`config.mk`:
```
export PLATFORM = sky130hd
export DESIGN_NAME = bsc_flow_unit
export DESIGN_NICKNAME = d
export VERILOG_FILES = /design/src/rtl/bsc_pkg.sv /design/src/rtl/bsc_cond_eval.sv /design/src/rtl/bsc_target_calc.sv /design/src/rtl/bsc_flow_unit.sv
export SDC_FILE = /design/constraint.sdc
export NUM_CORES = 1
export LEC_CHECK = 0
export BUFFER_PORTS_ARGS = -buffer_cell sky130_fd_sc_hd__buf_2
export CAP_MARGIN = 30
export CORE_UTILIZATION = 30
export CTS_CLUSTER_SIZE = 24
export DETAILED_ROUTE_END_ITERATION = 6
export MAX_ROUTING_LAYER = met4
export PLACE_DENSITY_LB_ADDON = 0.1
export REMOVE_ABC_BUFFERS = 1
export SYNTH_ARGS = -nofsm -noshare
export SYNTH_HDL_FRONTEND = slang
export SYNTH_HIERARCHICAL = 1
export SYNTH_SLANG_ARGS = --single-unit
```
`constraint.sdc`:
```
create_clock -name clk -period 2.75 [get_ports clk]
set_input_delay 0.1375 -clock clk [delete_from_list [all_inputs] [get_ports clk]]
set_output_delay 0.1375 -clock clk [all_outputs]
set_load 0.01 [all_outputs]
```
`src/rtl/bsc_pkg.sv`:
```
package bsc_pkg;

    typedef enum logic [3:0] {
        K_BR_SET  = 4'd0,
        K_BR_CLR  = 4'd1,
        K_BR_GE   = 4'd2,
        K_BR_LT   = 4'd3,
        K_BR_SH   = 4'd4,
        K_BR_LO   = 4'd5,
        K_SK_EQ   = 4'd6,
        K_SK_RBC  = 4'd7,
        K_SK_RBS  = 4'd8,
        K_SK_IOC  = 4'd9,
        K_SK_IOS  = 4'd10,
        K_STEP    = 4'd11
    } flow_kind_e;

    typedef enum logic [1:0] {
        CL_SEQ    = 2'd0,
        CL_BRANCH = 2'd1,
        CL_SKIP   = 2'd2
    } flow_class_e;

    localparam int FLAG_C = 0;
    localparam int FLAG_Z = 1;
    localparam int FLAG_N = 2;
    localparam int FLAG_V = 3;
    localparam int FLAG_S = 4;
    localparam int FLAG_H = 5;
    localparam int FLAG_T = 6;
    localparam int FLAG_I = 7;

    localparam int CYC_W = 2;

    typedef struct packed {
        logic        hit;
        flow_class_e cls;
    } cond_res_t;

    typedef struct packed {
        logic [CYC_W-1:0] cycles;
        logic             taken;
    } cost_t;

    function automatic flow_class_e class_of(input logic [3:0] k);
        if (k <= 4'd5)       return CL_BRANCH;
        else if (k <= 4'd10) return CL_SKIP;
        else                 return CL_SEQ;
    endfunction

endpackage

```
`src/rtl/bsc_cond_eval.sv`:
```
module bsc_cond_eval
    import bsc_pkg::*;
#(
    parameter int DATA_W = 8,
    localparam int SEL_W = $clog2(DATA_W)
) (
    input  logic [3:0]        kind_i,
    input  logic [DATA_W-1:0] status_i,
    input  logic [SEL_W-1:0]  bit_sel_i,
    input  logic [DATA_W-1:0] reg_val_i,
    input  logic [DATA_W-1:0] io_val_i,
    input  logic              equal_i,
    output cond_res_t         res_o
);
    logic sel_status, sel_reg, sel_io, signed_lt;

    assign sel_status = status_i[bit_sel_i];
    assign sel_reg    = reg_val_i[bit_sel_i];
    assign sel_io     = io_val_i[bit_sel_i];
    assign signed_lt  = status_i[FLAG_N] ^ status_i[FLAG_V];

    always_comb begin
        res_o.cls = class_of(kind_i);
        unique case (kind_i)
            K_BR_SET: res_o.hit = sel_status;
            K_BR_CLR: res_o.hit = !sel_status;
            K_BR_GE:  res_o.hit = !signed_lt;
            K_BR_LT:  res_o.hit = signed_lt;
            K_BR_SH:  res_o.hit = !status_i[FLAG_C];
            K_BR_LO:  res_o.hit = status_i[FLAG_C];
            K_SK_EQ:  res_o.hit = equal_i;
            K_SK_RBC: res_o.hit = !sel_reg;
            K_SK_RBS: res_o.hit = sel_reg;
            K_SK_IOC: res_o.hit = !sel_io;
            K_SK_IOS: res_o.hit = sel_io;
            default:  res_o.hit = 1'b0;
        endcase
    end
endmodule

```
`src/rtl/bsc_target_calc.sv`:
```
module bsc_target_calc
    import bsc_pkg::*;
#(
    parameter int PC_W  = 16,
    parameter int OFF_W = 7
) (
    input  logic [PC_W-1:0]  pc_i,
    input  logic [OFF_W-1:0] offset_i,
    input  logic             two_word_i,
    input  cond_res_t        res_i,
    output logic [PC_W-1:0]  next_pc_o,
    output cost_t            cost_o
);
    localparam int EXT_W = PC_W - OFF_W;

    logic [PC_W-1:0] disp_ext, pc_step, pc_branch, pc_skip;

    assign disp_ext  = {{EXT_W{offset_i[OFF_W-1]}}, offset_i};
    assign pc_step   = pc_i + PC_W'(1);
    assign pc_branch = pc_step + disp_ext;
    assign pc_skip   = pc_i + (two_word_i ? PC_W'(3) : PC_W'(2));

    always_comb begin
        next_pc_o    = pc_step;
        cost_o.cycles = CYC_W'(1);
        cost_o.taken  = 1'b0;
        if (res_i.hit) begin
            unique case (res_i.cls)
                CL_BRANCH: begin
                    next_pc_o     = pc_branch;
                    cost_o.cycles = CYC_W'(2);
                    cost_o.taken  = 1'b1;
                end
                CL_SKIP: begin
                    next_pc_o     = pc_skip;
                    cost_o.cycles = two_word_i ? CYC_W'(3) : CYC_W'(2);
                    cost_o.taken  = 1'b1;
                end
                default: ;
            endcase
        end
    end
endmodule

```
`src/rtl/bsc_flow_unit.sv`:
```
module bsc_flow_unit
    import bsc_pkg::*;
#(
    parameter int PC_W   = 16,
    parameter int OFF_W  = 7,
    parameter int DATA_W = 8,
    localparam int SEL_W = $clog2(DATA_W)
) (
    input  logic              clk,
    input  logic              rst,
    input  logic [3:0]        kind_i,
    input  logic [DATA_W-1:0] status_i,
    input  logic [SEL_W-1:0]  bit_sel_i,
    input  logic [OFF_W-1:0]  offset_i,
    input  logic [PC_W-1:0]   pc_i,
    input  logic [DATA_W-1:0] reg_val_i,
    input  logic [DATA_W-1:0] io_val_i,
    input  logic              equal_i,
    input  logic              two_word_i,
    output logic [PC_W-1:0]   next_pc_o,
    output logic [CYC_W-1:0]  cycles_o,
    output logic              taken_o
);
    cond_res_t       cond;
    cost_t           cost;
    logic [PC_W-1:0] pc_nxt;

    bsc_cond_eval #(.DATA_W(DATA_W)) u_cond (
        .kind_i    (kind_i),
        .status_i  (status_i),
        .bit_sel_i (bit_sel_i),
        .reg_val_i (reg_val_i),
        .io_val_i  (io_val_i),
        .equal_i   (equal_i),
        .res_o     (cond)
    );

    bsc_target_calc #(.PC_W(PC_W), .OFF_W(OFF_W)) u_target (
        .pc_i       (pc_i),
        .offset_i   (offset_i),
        .two_word_i (two_word_i),
        .res_i      (cond),
        .next_pc_o  (pc_nxt),
        .cost_o     (cost)
    );

    always_ff @(posedge clk) begin
        if (rst) begin
            next_pc_o <= '0;
            cycles_o  <= CYC_W'(1);
            taken_o   <= 1'b0;
        end else begin
            next_pc_o <= pc_nxt;
            cycles_o  <= cost.cycles;
            taken_o   <= cost.taken;
        end
    end
endmodule

```
==> impl_metrics.csv <==
group,metric,value,unit
run_status,status,"finished clean",
sta,finalHoldViolations,0,
setup_path,cpPeakStageDelay,300,ps
cts,cts_sinks,19,
detailed_routing,wirelength,7810,um
floorplan,die_h,96.6,um
finish,stdcell_area,3510,um2
place,globalplace.congestion,0.866,
cts,clock_path_buffers,2,
floorplan,num_rows,34,
finish,final_core_util,40.5,%
floorplan,initial_core_util,30.9,%
cts,ctsHoldBuffers,0,
synthesis,ys_types,58,
sta,rsz0062_at_grt,"false",
cts,cts_buffers,3,
floorplan,coreArea,8680,um2
synthesis,yosysSeqAreaShare,14.2,%
synthesis,synth-compound-area-share,22.6,%
synthesis,synth_adder_area_share,11.5,%
setup_path,path_cells,"buf_2, nand3_4, buf_4, nor4_4, nand3_1, xnor2_2, ha_1, a21oi_1, inv_1, a21o_1, a211oi_1, xor2_1, o22ai_1, nor2b_1",
sta,fin_ws,220,ps
power_and_ir_drop,power,1.13,mW
global_route,grt_max_degree,20,
place,dp_hpwl,6410,um
setup_path,path_class,"in -> reg",
sta,drv_slew,0,
global_route,grt_use_total,16.8,%
setup_path,crit_required,2900,ps
sta,worstMarginPinSlew,517,ps
detailed_routing,dr.pass1.iters,6,
sta,slew_headroom,65.5,%
global_route,grt.overflow.total,0,
floorplan,die_area,9330,um2
finish,drive_gt1_share,33.0,%
sta,setup_viol,0,
setup_path,slowest_stage,"ha_1",
detailed_routing,wl_per_cell,13.9,um
place,place_ws,-165,ps
global_route,grt_pass1_wl,12700,um
detailed_routing,drt_iter0_drc,68,
cts,cts_tree,"done",
detailed_routing,drc,0,
synthesis,synth_warnings,6,
synthesis,synthMuxAreaShare,7.78,%
synthesis,syn_inst,344,
place,dpl_cell_area,3440,um2
setup_path,worstPathMaxFanout,3,
place,port_buffers,76,
synthesis,synth_edf_count,0,
setup_path,worstPathArrival,2680,ps
setup_path,crit_path_start_kind,"input pin",
min_path,hp-class,"in -> reg",
cts,cts.clk_slew.worst_paths,80,ps
detailed_routing,vias,2829,
finish,final_nets,538,
synthesis,synth_flop_cell,"dfxtp_1",
global_route,grt_pass1_vias,2644,
job,maxCapViolCount,0,
sta,min_period,2530,ps
synthesis,ys_ff_latch,19,
sta,fmax,0.395,GHz
synthesis,syn-cell-area,2690,um2
power_and_ir_drop,p_per_area,321,nW/um2
synthesis,synth_top_family_by_area,"simple AND/OR/NAND/NOR gates",
finish,area_delta_synth_final,30.8,%
synthesis,synth-xor-area-share,11.7,%
synthesis,synth.avg_cell_area,7.81,um2
global_route,antenna_found_initial,0,
setup_path,cp-end-kind,"flop",
sta,fin_crit_sh,92.0,%
synthesis,synth-simple-area-share,25.3,%
detailed_routing,ant_nets,0,
setup_path,cp_top_family,"compound AO/OA/AOI/OAI gates",
setup_path,critPathBufInv,3,
cts,cts_max_level,1,
power_and_ir_drop,vdd_drop_max,0.151,mV
floorplan,die_x,96.6,um
cts,root_buffer,"clkbuf_8",
detailed_routing,avgViaCountPerCell,5.02,
synthesis,async_flop_share,0,%
power_and_ir_drop,leakagePower,1.66,nW
finish,n_antenna_cell,0,
floorplan,io-pin-count,77,
[report_power, final]
part           switching [mW]  internal (mW)  total, mW
Combinational           0.321          0.286      0.607
Sequential            0.00598          0.301      0.307
Clock                   0.111          0.101      0.213
Total                   0.438          0.687       1.13
[kinds of logic (layout without fill, tap and decap cells)]
logic type               count (synthesis)  in the layout
AO/OA/AOI/OAI                           92             92
XOR/XNOR                                36             36
adder cells (fa/ha/maj)                 24             24
buffers and inverters                   32            143
flip-flops                              19             19
multiplexers                            15             15
AND/OR/NAND/NOR                        126            126
[through the flow]
step / hold slack [ps] / setup TNS [ps] / cells
after floorplan: 209 / 0 / 327
after global placement: 459 / -515 / 559
after detailed placement: 474 / -450 / 559
after CTS: 187 / 0 / 563
after global routing: 218 / 0 / 563
final: 197 / 0 / 563
[layout make-up]
type / count / area (um2)
repair buffers: 124 / 753
clock inverters: 1 / 5.00
multi-input cells: 293 / 2140
fillers: 944 / 5170
clock buffers: 3 / 41.3
inverters: 15 / 60.1
well taps: 108 / 135
flip-flops and latches: 19 / 380
[sequential cells by signal (all words and copies together), names as in the netlist]
signal     count
next_pc_o     16
cycles_o       2
taken_o        1
[cell usage in the layout (no fill, tap or decap), drive strengths merged, types with 5 or more instances in the layout]
master,synthesis,routed
nor2,30,30
a21oi,18,18
inv,15,14
a21o,8,8
xor2,16,16
nor3,5,5
and2b,8,8
ha,23,23
nor2b,12,12
nor4,5,5
mux2i,10,10
dfxtp,19,19
nand3,16,16
xnor2,20,20
o21ai,25,25
a221oi,8,8
a31oi,8,8
nand2,32,32
buf,9,124
a211oi,5,5
[path summary, 6_finish.rpt]
check,start,endpoint,slack (ps),cells after the start
hold / removal,two_word_i,cycles_o[0],200,4
setup / recovery,pc_i[3],next_pc_o[12],220,14
[routing by layer]
layer / global-route usage (%) / wire length (um) / vias to the layer above / share of wire (%)
met5: - / 0 / - / 0
met4: 2.07 / 21 / 0 / 0.27
met3: 2.60 / 343 / 2 / 4.4
met2: 28.4 / 3720 / 74 / 48
met1: 21.8 / 3730 / 1281 / 48
li1: - / - / 1472 / -
[cell usage after synthesis (3+ instances only)]
cell type	instances	share of area [%]
a31oi_1	8	1.9
mux2i_1	10	3.7
xnor2_1	20	6.5
and2b_1	8	2.2
ha_1	23	11
dfxtp_1	19	14
xor2_1	16	5.2
nor4_1	3	0.70
a21oi_1	16	3.0
a221oi_1	8	2.6
o21ai_0	23	4.3
and3_1	3	0.70
nor3_1	5	0.93
nand3_1	15	2.8
nand2b_1	4	0.93
o22ai_1	4	0.93
clkbuf_1	5	0.70
a21o_1	8	2.2
nor2_1	29	4.1
a211oi_1	4	1.1
nand2_1	30	4.2
buf_6	6	2.5
nand4_1	4	0.93
o211ai_1	3	0.84
nor2b_1	11	2.6
inv_1	13	1.8
[repair_timing]
action	4_1_cts	5_1_grt
gates resized for setup	0	5
endpoints found under the setup margin	0	4
setup buffers	0	0
No activity file was read; power rests on OpenSTA's default activity.
